===== src/rtl/xse_pkg.sv =====
package xse_pkg;

    parameter int unsigned ADDR_W     = 64;
    parameter int unsigned HALF_W     = 512;
    parameter int unsigned TAG_W      = 8;
    parameter int unsigned CODE_W     = 8;
    parameter int unsigned SIZE_W     = 12;
    parameter int unsigned BADDR_W    = 6;
    parameter int unsigned FIELD_W    = 64;
    parameter int unsigned BEATS      = 2;
    parameter int unsigned LINE_BYTES = 128;
    parameter int unsigned DESC_BYTES = 32;
    parameter int unsigned FLAG_BYTES = 8;
    parameter int unsigned NTAGS      = 5;
    parameter int unsigned NFIELDS    = 4;

    localparam logic [CODE_W-1:0] OP_RD_NA = 8'h0A;
    localparam logic [CODE_W-1:0] OP_WR_NA = 8'h0D;

    typedef enum logic [TAG_W-1:0] {
        TAG_DESC = 8'd0,
        TAG_S1   = 8'd1,
        TAG_S2   = 8'd2,
        TAG_PAR  = 8'd3,
        TAG_DONE = 8'd4
    } tag_e;

    typedef enum logic [3:0] {
        S_START,
        S_WAIT_DESC,
        S_REQ_S1,
        S_REQ_S2,
        S_WAIT_STRIPES,
        S_WRITE_PAR,
        S_WAIT_PAR,
        S_WRITE_DONE,
        S_WAIT_DONE,
        S_HALT
    } eng_state_e;

    typedef struct packed {
        logic [FIELD_W-1:0] size;
        logic [ADDR_W-1:0]  s1;
        logic [ADDR_W-1:0]  s2;
        logic [ADDR_W-1:0]  par;
    } job_desc_t;

    typedef struct packed {
        logic               valid;
        logic [CODE_W-1:0]  code;
        tag_e               tag;
        logic [SIZE_W-1:0]  size;
        logic [ADDR_W-1:0]  addr;
    } host_cmd_t;

    function automatic logic [FIELD_W-1:0] byte_rev(input logic [FIELD_W-1:0] v);
        logic [FIELD_W-1:0] r;
        for (int b = 0; b < FIELD_W / 8; b++) begin
            r[8*b +: 8] = v[FIELD_W - 8*(b+1) +: 8];
        end
        return r;
    endfunction

endpackage


===== src/rtl/xse_desc_unpack.sv =====
module xse_desc_unpack
    import xse_pkg::*;
#(
    parameter int unsigned BEAT_W = HALF_W,
    parameter int unsigned FW     = FIELD_W,
    parameter int unsigned NF     = NFIELDS
) (
    input  logic [BEAT_W-1:0] beat,
    output job_desc_t         fields
);
    logic [NF-1:0][FW-1:0] f;

    // Field k sits k words below the top of the beat; the first field lands in the struct MSBs.
    for (genvar k = 0; k < NF; k++) begin : g_field
        assign f[NF-1-k] = byte_rev(beat[BEAT_W-1-FW*k -: FW]);
    end

    assign fields = job_desc_t'(f);
endmodule


===== src/rtl/xse_line_buf.sv =====
module xse_line_buf
    import xse_pkg::*;
#(
    parameter int unsigned HW = HALF_W,
    parameter int unsigned NB = BEATS,
    parameter int unsigned AW = BADDR_W,
    parameter int unsigned TW = TAG_W
) (
    input  logic          clk,
    input  logic          rst,
    input  logic          wr_valid,
    input  logic [TW-1:0] wr_tag,
    input  logic [AW-1:0] wr_addr,
    input  logic [HW-1:0] wr_data,
    input  logic          rd_req,
    input  logic [TW-1:0] rd_tag,
    input  logic [AW-1:0] rd_addr,
    output logic [HW-1:0] rd_data
);
    localparam int unsigned IDX_W = (NB > 1) ? $clog2(NB) : 1;
    localparam logic [HW-1:0] FLAG_WORD = HW'(1);

    logic [HW-1:0] s1_q [NB];
    logic [HW-1:0] s2_q [NB];

    // Each half of each stripe line keeps the last matching beat.
    for (genvar b = 0; b < NB; b++) begin : g_half
        always_ff @(posedge clk) begin
            if (wr_valid && wr_addr == AW'(b)) begin
                if (wr_tag == TAG_S1) s1_q[b] <= wr_data;
                if (wr_tag == TAG_S2) s2_q[b] <= wr_data;
            end
        end
    end

    logic              rd_in_range;
    logic [IDX_W-1:0]  rd_idx;

    assign rd_in_range = (rd_addr < AW'(NB));
    assign rd_idx      = rd_addr[IDX_W-1:0];

    always_ff @(posedge clk) begin
        if (rst) begin
            rd_data <= '0;
        end else if (rd_req) begin
            if (rd_tag == TAG_PAR && rd_in_range)
                rd_data <= s1_q[rd_idx] ^ s2_q[rd_idx];
            else if (rd_tag == TAG_DONE && rd_addr == '0)
                rd_data <= FLAG_WORD;
            else
                rd_data <= '0;
        end
    end

    // fetched data only changes in answer to a fetch
    a_r6_fetch_hold: assert property (@(posedge clk) disable iff (rst)
        !rd_req |=> $stable(rd_data));
endmodule


===== src/rtl/xse_seq.sv =====
module xse_seq
    import xse_pkg::*;
#(
    parameter int unsigned AW = ADDR_W,
    parameter int unsigned TW = TAG_W,
    parameter int unsigned NT = NTAGS
) (
    input  logic          clk,
    input  logic          rst,
    input  logic          enable,
    input  logic [AW-1:0] desc_ptr,
    input  logic          desc_beat,
    input  job_desc_t     desc_in,
    input  logic          rsp_valid,
    input  logic [TW-1:0] rsp_tag,
    output host_cmd_t     cmd
);
    localparam logic [AW-1:0] LINE_STEP = AW'(LINE_BYTES);
    localparam logic [AW-1:0] FLAG_OFS  = AW'(DESC_BYTES);

    eng_state_e     state, nxt;
    logic [AW-1:0]  remaining, p_s1, p_s2, p_par, base;
    logic [NT-1:0]  seen, hit;
    logic           iss, step;
    host_cmd_t      iss_cmd;

    // A tag counts as answered if its response came earlier or comes now.
    always_comb begin
        for (int t = 0; t < NT; t++)
            hit[t] = seen[t] | (rsp_valid && rsp_tag == TW'(t));
    end

    always_comb begin
        nxt     = state;
        iss     = 1'b0;
        step    = 1'b0;
        iss_cmd = '{valid: 1'b1, code: OP_RD_NA, tag: TAG_DESC, size: '0, addr: '0};
        if (enable) begin
            unique case (state)
                S_START: begin
                    iss          = 1'b1;
                    iss_cmd.size = SIZE_W'(DESC_BYTES);
                    iss_cmd.addr = desc_ptr;
                    nxt          = S_WAIT_DESC;
                end
                S_WAIT_DESC: if (hit[int'(TAG_DESC)]) nxt = S_REQ_S1;
                S_REQ_S1: begin
                    iss          = 1'b1;
                    iss_cmd.tag  = TAG_S1;
                    iss_cmd.size = SIZE_W'(LINE_BYTES);
                    iss_cmd.addr = p_s1;
                    nxt          = S_REQ_S2;
                end
                S_REQ_S2: begin
                    iss          = 1'b1;
                    iss_cmd.tag  = TAG_S2;
                    iss_cmd.size = SIZE_W'(LINE_BYTES);
                    iss_cmd.addr = p_s2;
                    nxt          = S_WAIT_STRIPES;
                end
                S_WAIT_STRIPES:
                    if (hit[int'(TAG_S1)] && hit[int'(TAG_S2)]) nxt = S_WRITE_PAR;
                S_WRITE_PAR: begin
                    iss          = 1'b1;
                    iss_cmd.code = OP_WR_NA;
                    iss_cmd.tag  = TAG_PAR;
                    iss_cmd.size = SIZE_W'(LINE_BYTES);
                    iss_cmd.addr = p_par;
                    nxt          = S_WAIT_PAR;
                end
                S_WAIT_PAR: begin
                    if (hit[int'(TAG_PAR)]) begin
                        if (remaining <= LINE_STEP) begin
                            nxt = S_WRITE_DONE;
                        end else begin
                            step = 1'b1;
                            nxt  = S_REQ_S1;
                        end
                    end
                end
                S_WRITE_DONE: begin
                    iss          = 1'b1;
                    iss_cmd.code = OP_WR_NA;
                    iss_cmd.tag  = TAG_DONE;
                    iss_cmd.size = SIZE_W'(FLAG_BYTES);
                    iss_cmd.addr = base + FLAG_OFS;
                    nxt          = S_WAIT_DONE;
                end
                S_WAIT_DONE: if (hit[int'(TAG_DONE)]) nxt = S_HALT;
                S_HALT: nxt = S_HALT;
                default: nxt = S_START;
            endcase
        end
    end

    always_ff @(posedge clk) begin
        if (rst) begin
            state     <= S_START;
            cmd       <= '0;
            seen      <= '0;
            remaining <= '0;
            p_s1      <= '0;
            p_s2      <= '0;
            p_par     <= '0;
            base      <= '0;
        end else begin
            state     <= nxt;
            cmd.valid <= iss;
            if (iss) cmd <= iss_cmd;
            for (int t = 0; t < NT; t++) begin
                if (rsp_valid && rsp_tag == TW'(t)) seen[t] <= 1'b1;
                if (iss && iss_cmd.tag == tag_e'(t)) seen[t] <= 1'b0;
            end
            if (iss && state == S_START) base <= desc_ptr;
            if (state == S_WAIT_DESC && desc_beat) begin
                remaining <= desc_in.size;
                p_s1      <= desc_in.s1;
                p_s2      <= desc_in.s2;
                p_par     <= desc_in.par;
            end else if (step) begin
                remaining <= remaining - LINE_STEP;
                p_s1      <= p_s1 + LINE_STEP;
                p_s2      <= p_s2 + LINE_STEP;
                p_par     <= p_par + LINE_STEP;
            end
        end
    end

    // the descriptor read strobe lasts a single cycle
    a_r1_desc_single: assert property (@(posedge clk) disable iff (rst)
        (cmd.valid && cmd.tag == TAG_DESC) |=> !cmd.valid);
    // the stripe-two read follows the stripe-one read directly
    a_r3_s2_after_s1: assert property (@(posedge clk) disable iff (rst)
        (cmd.valid && cmd.tag == TAG_S1 && enable) |=> (cmd.valid && cmd.tag == TAG_S2));
    // no command appears after a disabled cycle
    a_r11_frozen: assert property (@(posedge clk) disable iff (rst)
        !enable |=> !cmd.valid);
    // a halted engine issues nothing
    a_r8_halt_quiet: assert property (@(posedge clk) disable iff (rst)
        (state == S_HALT) |-> !cmd.valid);
    // the parity wait holds until its own tag is answered
    a_r9_par_wait: assert property (@(posedge clk) disable iff (rst)
        (state == S_WAIT_PAR && !seen[int'(TAG_PAR)] &&
         !(rsp_valid && rsp_tag == TAG_PAR)) |=> (state == S_WAIT_PAR));
endmodule


===== src/rtl/xor_stripe_engine.sv =====
module xor_stripe_engine
    import xse_pkg::*;
(
    input  logic               clk,
    input  logic               rst,
    input  logic               enable,
    input  logic [ADDR_W-1:0]  desc_ptr,
    output logic               cmd_valid,
    output logic [CODE_W-1:0]  cmd_code,
    output logic               cmd_code_par,
    output logic [TAG_W-1:0]   cmd_tag,
    output logic               cmd_tag_par,
    output logic [SIZE_W-1:0]  cmd_size,
    output logic [ADDR_W-1:0]  cmd_addr,
    output logic               cmd_addr_par,
    output logic [2:0]         cmd_abort,
    output logic [15:0]        cmd_ctx,
    input  logic               wbuf_valid,
    input  logic [TAG_W-1:0]   wbuf_tag,
    input  logic [BADDR_W-1:0] wbuf_addr,
    input  logic [HALF_W-1:0]  wbuf_data,
    input  logic               rbuf_req,
    input  logic [TAG_W-1:0]   rbuf_tag,
    input  logic [BADDR_W-1:0] rbuf_addr,
    output logic [HALF_W-1:0]  rbuf_data,
    output logic               rbuf_par,
    output logic [3:0]         rbuf_latency,
    input  logic               rsp_valid,
    input  logic [TAG_W-1:0]   rsp_tag
);
    job_desc_t  desc_fields;
    host_cmd_t  cmd;
    logic       desc_beat;

    assign desc_beat = wbuf_valid && wbuf_tag == TAG_DESC && wbuf_addr == '0;

    xse_desc_unpack u_unpack (
        .beat   (wbuf_data),
        .fields (desc_fields)
    );

    xse_seq u_seq (
        .clk       (clk),
        .rst       (rst),
        .enable    (enable),
        .desc_ptr  (desc_ptr),
        .desc_beat (desc_beat),
        .desc_in   (desc_fields),
        .rsp_valid (rsp_valid),
        .rsp_tag   (rsp_tag),
        .cmd       (cmd)
    );

    xse_line_buf u_lines (
        .clk      (clk),
        .rst      (rst),
        .wr_valid (wbuf_valid),
        .wr_tag   (wbuf_tag),
        .wr_addr  (wbuf_addr),
        .wr_data  (wbuf_data),
        .rd_req   (rbuf_req),
        .rd_tag   (rbuf_tag),
        .rd_addr  (rbuf_addr),
        .rd_data  (rbuf_data)
    );

    assign cmd_valid    = cmd.valid;
    assign cmd_code     = cmd.code;
    assign cmd_tag      = cmd.tag;
    assign cmd_size     = cmd.size;
    assign cmd_addr     = cmd.addr;
    assign cmd_code_par = ~^cmd.code;
    assign cmd_tag_par  = ~^cmd.tag;
    assign cmd_addr_par = ~^cmd.addr;
    assign rbuf_par     = ~^rbuf_data;
    assign cmd_abort    = '0;
    assign cmd_ctx      = '0;
    assign rbuf_latency = 4'd1;
endmodule


===== config.mk =====
export PLATFORM = sky130hd
export DESIGN_NAME = xor_stripe_engine
export DESIGN_NICKNAME = d
export VERILOG_FILES = /design/src/rtl/xse_pkg.sv /design/src/rtl/xse_desc_unpack.sv /design/src/rtl/xse_line_buf.sv /design/src/rtl/xse_seq.sv /design/src/rtl/xor_stripe_engine.sv
export SDC_FILE = /design/constraint.sdc
export NUM_CORES = 2
export LEC_CHECK = 0
export BUFFER_PORTS_ARGS = -buffer_cell sky130_fd_sc_hd__buf_2
export CORE_ASPECT_RATIO = 1.4
export CORE_UTILIZATION = 41
export CTS_BUF_LIST = sky130_fd_sc_hd__clkbuf_4 sky130_fd_sc_hd__clkbuf_8 sky130_fd_sc_hd__clkbuf_16
export DETAILED_ROUTE_END_ITERATION = 8
export PLACE_DENSITY = 0.67
export SYNTH_ARGS = -nofsm -noshare
export SYNTH_HDL_FRONTEND = slang
export SYNTH_SLANG_ARGS = --single-unit
export TNS_END_PERCENT = 20

===== constraint.sdc =====
create_clock -name clk -period 41.8 [get_ports clk]
set_clock_uncertainty 0.2 [all_clocks]
set_input_delay 8.36 -clock clk [delete_from_list [all_inputs] [get_ports clk]]
set_output_delay 8.36 -clock clk [all_outputs]
set_load 0.03 [all_outputs]

==> impl_metrics.json <==
{
  "status": "completed",
  "overflow": 0,
  "cts_resized": 0,
  "clkLatencyLatePin_ns": 0.88,
  "ant_nets": 0,
  "start_util_pct": 41.2,
  "nets": 10940,
  "async_flop_share_pct": 0,
  "netSwitchingPower_uw": 1590,
  "hp-class": "register to register",
  "r2r_end": "u_seq.p_par[26]",
  "fmax_mhz": 69.0,
  "wirelength_mm": 389,
  "register_area_um2": 79800,
  "min_delay_worst_endpoint": "u_seq.remaining[2]",
  "die_x_um": 458,
  "area_delta_synth_final_pct": 17.0,
  "syn-cell-area_um2": 119000,
  "first_pass_iters": 8,
  "root_buffer": "clkbuf_16",
  "critical_path.cell_chain": "buf_2 -> nor4_1 -> nor4bb_1 -> buf_4 -> nor2b_4 -> buf_4 -> buf_4 -> buf_4 -> buf_4 -> buf_4 -> buf_4",
  "post-synth-top-count-cell": "edfxtp_1",
  "io_buffers": 1208,
  "coreArea_um2": 290000,
  "swShare_pct": 24.5,
  "ys_seq_elements": 2963,
  "crit_arrival_ns": 14.76,
  "grt_max_degree": 133,
  "internal_power_uw": 4920,
  "hp-start": "u_seq.remaining[2]",
  "hold_depth": 2,
  "io_pins": 1250,
  "yosysSeqAreaShare_pct": 66.9,
  "wl_per_cell_um": 26.8,
  "cts_hold_buffers": 0,
  "drv_cap": 0,
  "grt_pass1_vias": 75375,
  "synthFlopType": "edfxtp_1",
  "clk_pin_slew_ns": 0.06,
  "rr_worst_depth": 6,
  "setup_viol_count_final": 0,
  "relSlewSlack_pct": 18.1,
  "gp_congestion": 0.917,
  "via_per_inst": 5.39,
  "ir_worst_vdd_mv": 0.0800,
  "fin_crit_ns": 14.50,
  "cts_tree": "done",
  "yosys-top-cells-count": "2048 x edfxtp_1, 1154 x xnor2_1, 915 x dfxtp_1, 817 x nand2_1, 683 x a21oi_1",
  "endpoint_kind": "register",
  "slowest_delay_ns": 0.86,
  "combPwrFrac_pct": 8.7,
  "crit_top_cell": "buf_4",
  "required_ns": 42.06,
  "worstSetupStartpointType": "input port",
  "antenna_found_initial": 239,
  "yosys-top-cells-area": "edfxtp_1 52%, dfxtp_1 15%, xnor2_1 8.5%",
  "die-area_um2": 293000,
  "synth_top_area_share_pct": 51.5,
  "reg2reg_from": "u_seq.state[0]",
  "post_cts_buffers": 0,
  "multiInputGateArea_um2": 37600,
  "clkSinkCount": 2963,
  "cp.buffers_inverters": 8,
  "grt_first_pass_wirelength_mm": 540,
  "slew_violations": 0,
  "path_class": "input port to register",
  "drc": 0,
  "clkPwrFrac_pct": 42.2,
  "synth_edf_count": 2048,
  "place_area_um2": 129000,
  "synthCells": 9184,
  "cts_buffers": 294,
  "rrSetupSlack_ns": 37.35,
  "hpwl_mm": 276,
  "cts_htree_levels": 5,
  "tightestPinTransition_ns": 1.22,
  "syn_area_per_cell_um2": 13.0,
  "drt-initial-drc-count": 7035,
  "fill_cells": 25235,
  "crit_fanout": 59,
  "power_frac_seq_pct": 49.1,
  "p_leak_uw": 0.0476,
  "cp_top_family": "buffers and inverters",
  "layout-drive-gt1-share_pct": 17.6,
  "stdcell_area_um2": 140000,
  "chipHeight_um": 640,
  "cellPowerDensity_nw_per_um2": 46.6,
  "hold_viol_final": 0,
  "clockBufferDepth": 4,
  "vias": 78132,
  "fin_tns_setup_ns": 0,
  "grt_setup_unrepaired": "false",
  "rows": 234,
  "slowest_stage": "buf_4",
  "min_period_over_period_pct": 34.7,
  "grt_util_all_layers_pct": 25.6,
  "synth_cell_types": 64,
  "ys_warn_count": 0,
  "yosysTopAreaCell": "edfxtp_1"
}
power by group through the flow:
stage / logic [uW] / clock network, uW / registers (uW)
global placement: 550 / 0 / 3260
global route: 587 / 2900 / 3200
floorplan: 282 / 0 / 3280
finish: 566 / 2750 / 3200
CTS: 560 / 2790 / 3190
detailed placement: 558 / 0 / 3260
logic make-up after synthesis:
| logic type | after synthesis | synth area share (%) |
|---|---|---|
| simple gates | 2188 | 8.79 |
| compound gates | 1642 | 8.93 |
| fa+ha+maj | 5 | 0.0524 |
| other cells | 2 | 0.00629 |
| xor+xnor | 1830 | 13.4 |
| flops | 2963 | 66.9 |
| mux | 6 | 0.0503 |
| buf+inv | 548 | 1.87 |
how the worst max path moves through the flow:
stage / from / slack [ns] / cells past startpoint / to
after CTS: wbuf_addr[3] / 27.19 / 11 / u_lines.s1_q[0][205]
after floorplan: wbuf_addr[3] / 8.50 / 3 / u_lines.s1_q[0][0]
after global placement: wbuf_addr[3] / 26.23 / 11 / u_lines.s1_q[0][217]
final: wbuf_addr[3] / 27.30 / 11 / u_lines.s1_q[0][195]
after global routing: wbuf_addr[3] / 26.99 / 11 / u_lines.s1_q[0][201]
after detailed placement: wbuf_addr[3] / 26.29 / 11 / u_lines.s1_q[0][201]
tightest hold or removal path, stage by stage, from the launching register on:
cell and delay, ns:
dfxtp_1 0.30, nand2_1 0.05, a21oi_1 0.05
placed cells by master (no fill, tap or decap), types with 104 or more instances in the layout:
master / count
a211oi_1: 167
a21oi_1: 683
a22oi_1: 107
buf_2: 1205
buf_4: 104
clkbuf_16: 304
dfxtp_1: 915
diode_2: 165
edfxtp_1: 2048
nand2_1: 816
nand2b_1: 518
nor2_1: 402
nor3_1: 106
o211ai_1: 518
xnor2_1: 1152
xor2_1: 676
stage by stage:
step | hold slack, ns | util (%) | total power (uW) | std cells | setup WS (ns)
global route | 0.269 | 48.1 | 6680 | 14412 | 26.99
detailed placement | 0.244 | 44.6 | 3820 | 13797 | 26.29
floorplan | 0.226 | - | 3560 | 9223 | 8.50
finish | 0.257 | 48.2 | 6510 | 14496 | 27.30
global placement | 0.239 | 44.6 | 3810 | 13797 | 26.23
CTS | 0.257 | 48.0 | 6540 | 14331 | 27.19
state kept, by name (all words and copies together), names as in the netlist:
name             count
u_seq.state          4
u_seq.p_par         64
u_lines.s2_q      1024
u_seq.cmd           74
u_seq.base          64
u_lines.rd_data    512
u_seq.seen           5
u_seq.remaining     64
u_seq.p_s2          64
u_lines.s1_q      1024
u_seq.p_s1          64
cell type report:
cell class                 instances  share of cell area (%)
sequential                      2963                    57.2
multi-input combinational       5712                    26.9
clock buffer                     395                    6.06
timing repair buffer            1315                    4.95
tap                             3776                    3.38
clock inverter                   139                    1.11
antenna                          165                   0.296
inverter                          31                  0.0833
per-layer routing:
layer / part of all wire [%] / vias to the layer above / track usage (%)
met5: 0.16 / - / 0
met4: 7.1 / 100 / 16.8
met3: 9.7 / 912 / 8.16
met2: 47 / 3450 / 41.9
met1: 36 / 38459 / 28.6
li1: - / 35211 / -
(Power assumes the default switching activity.)
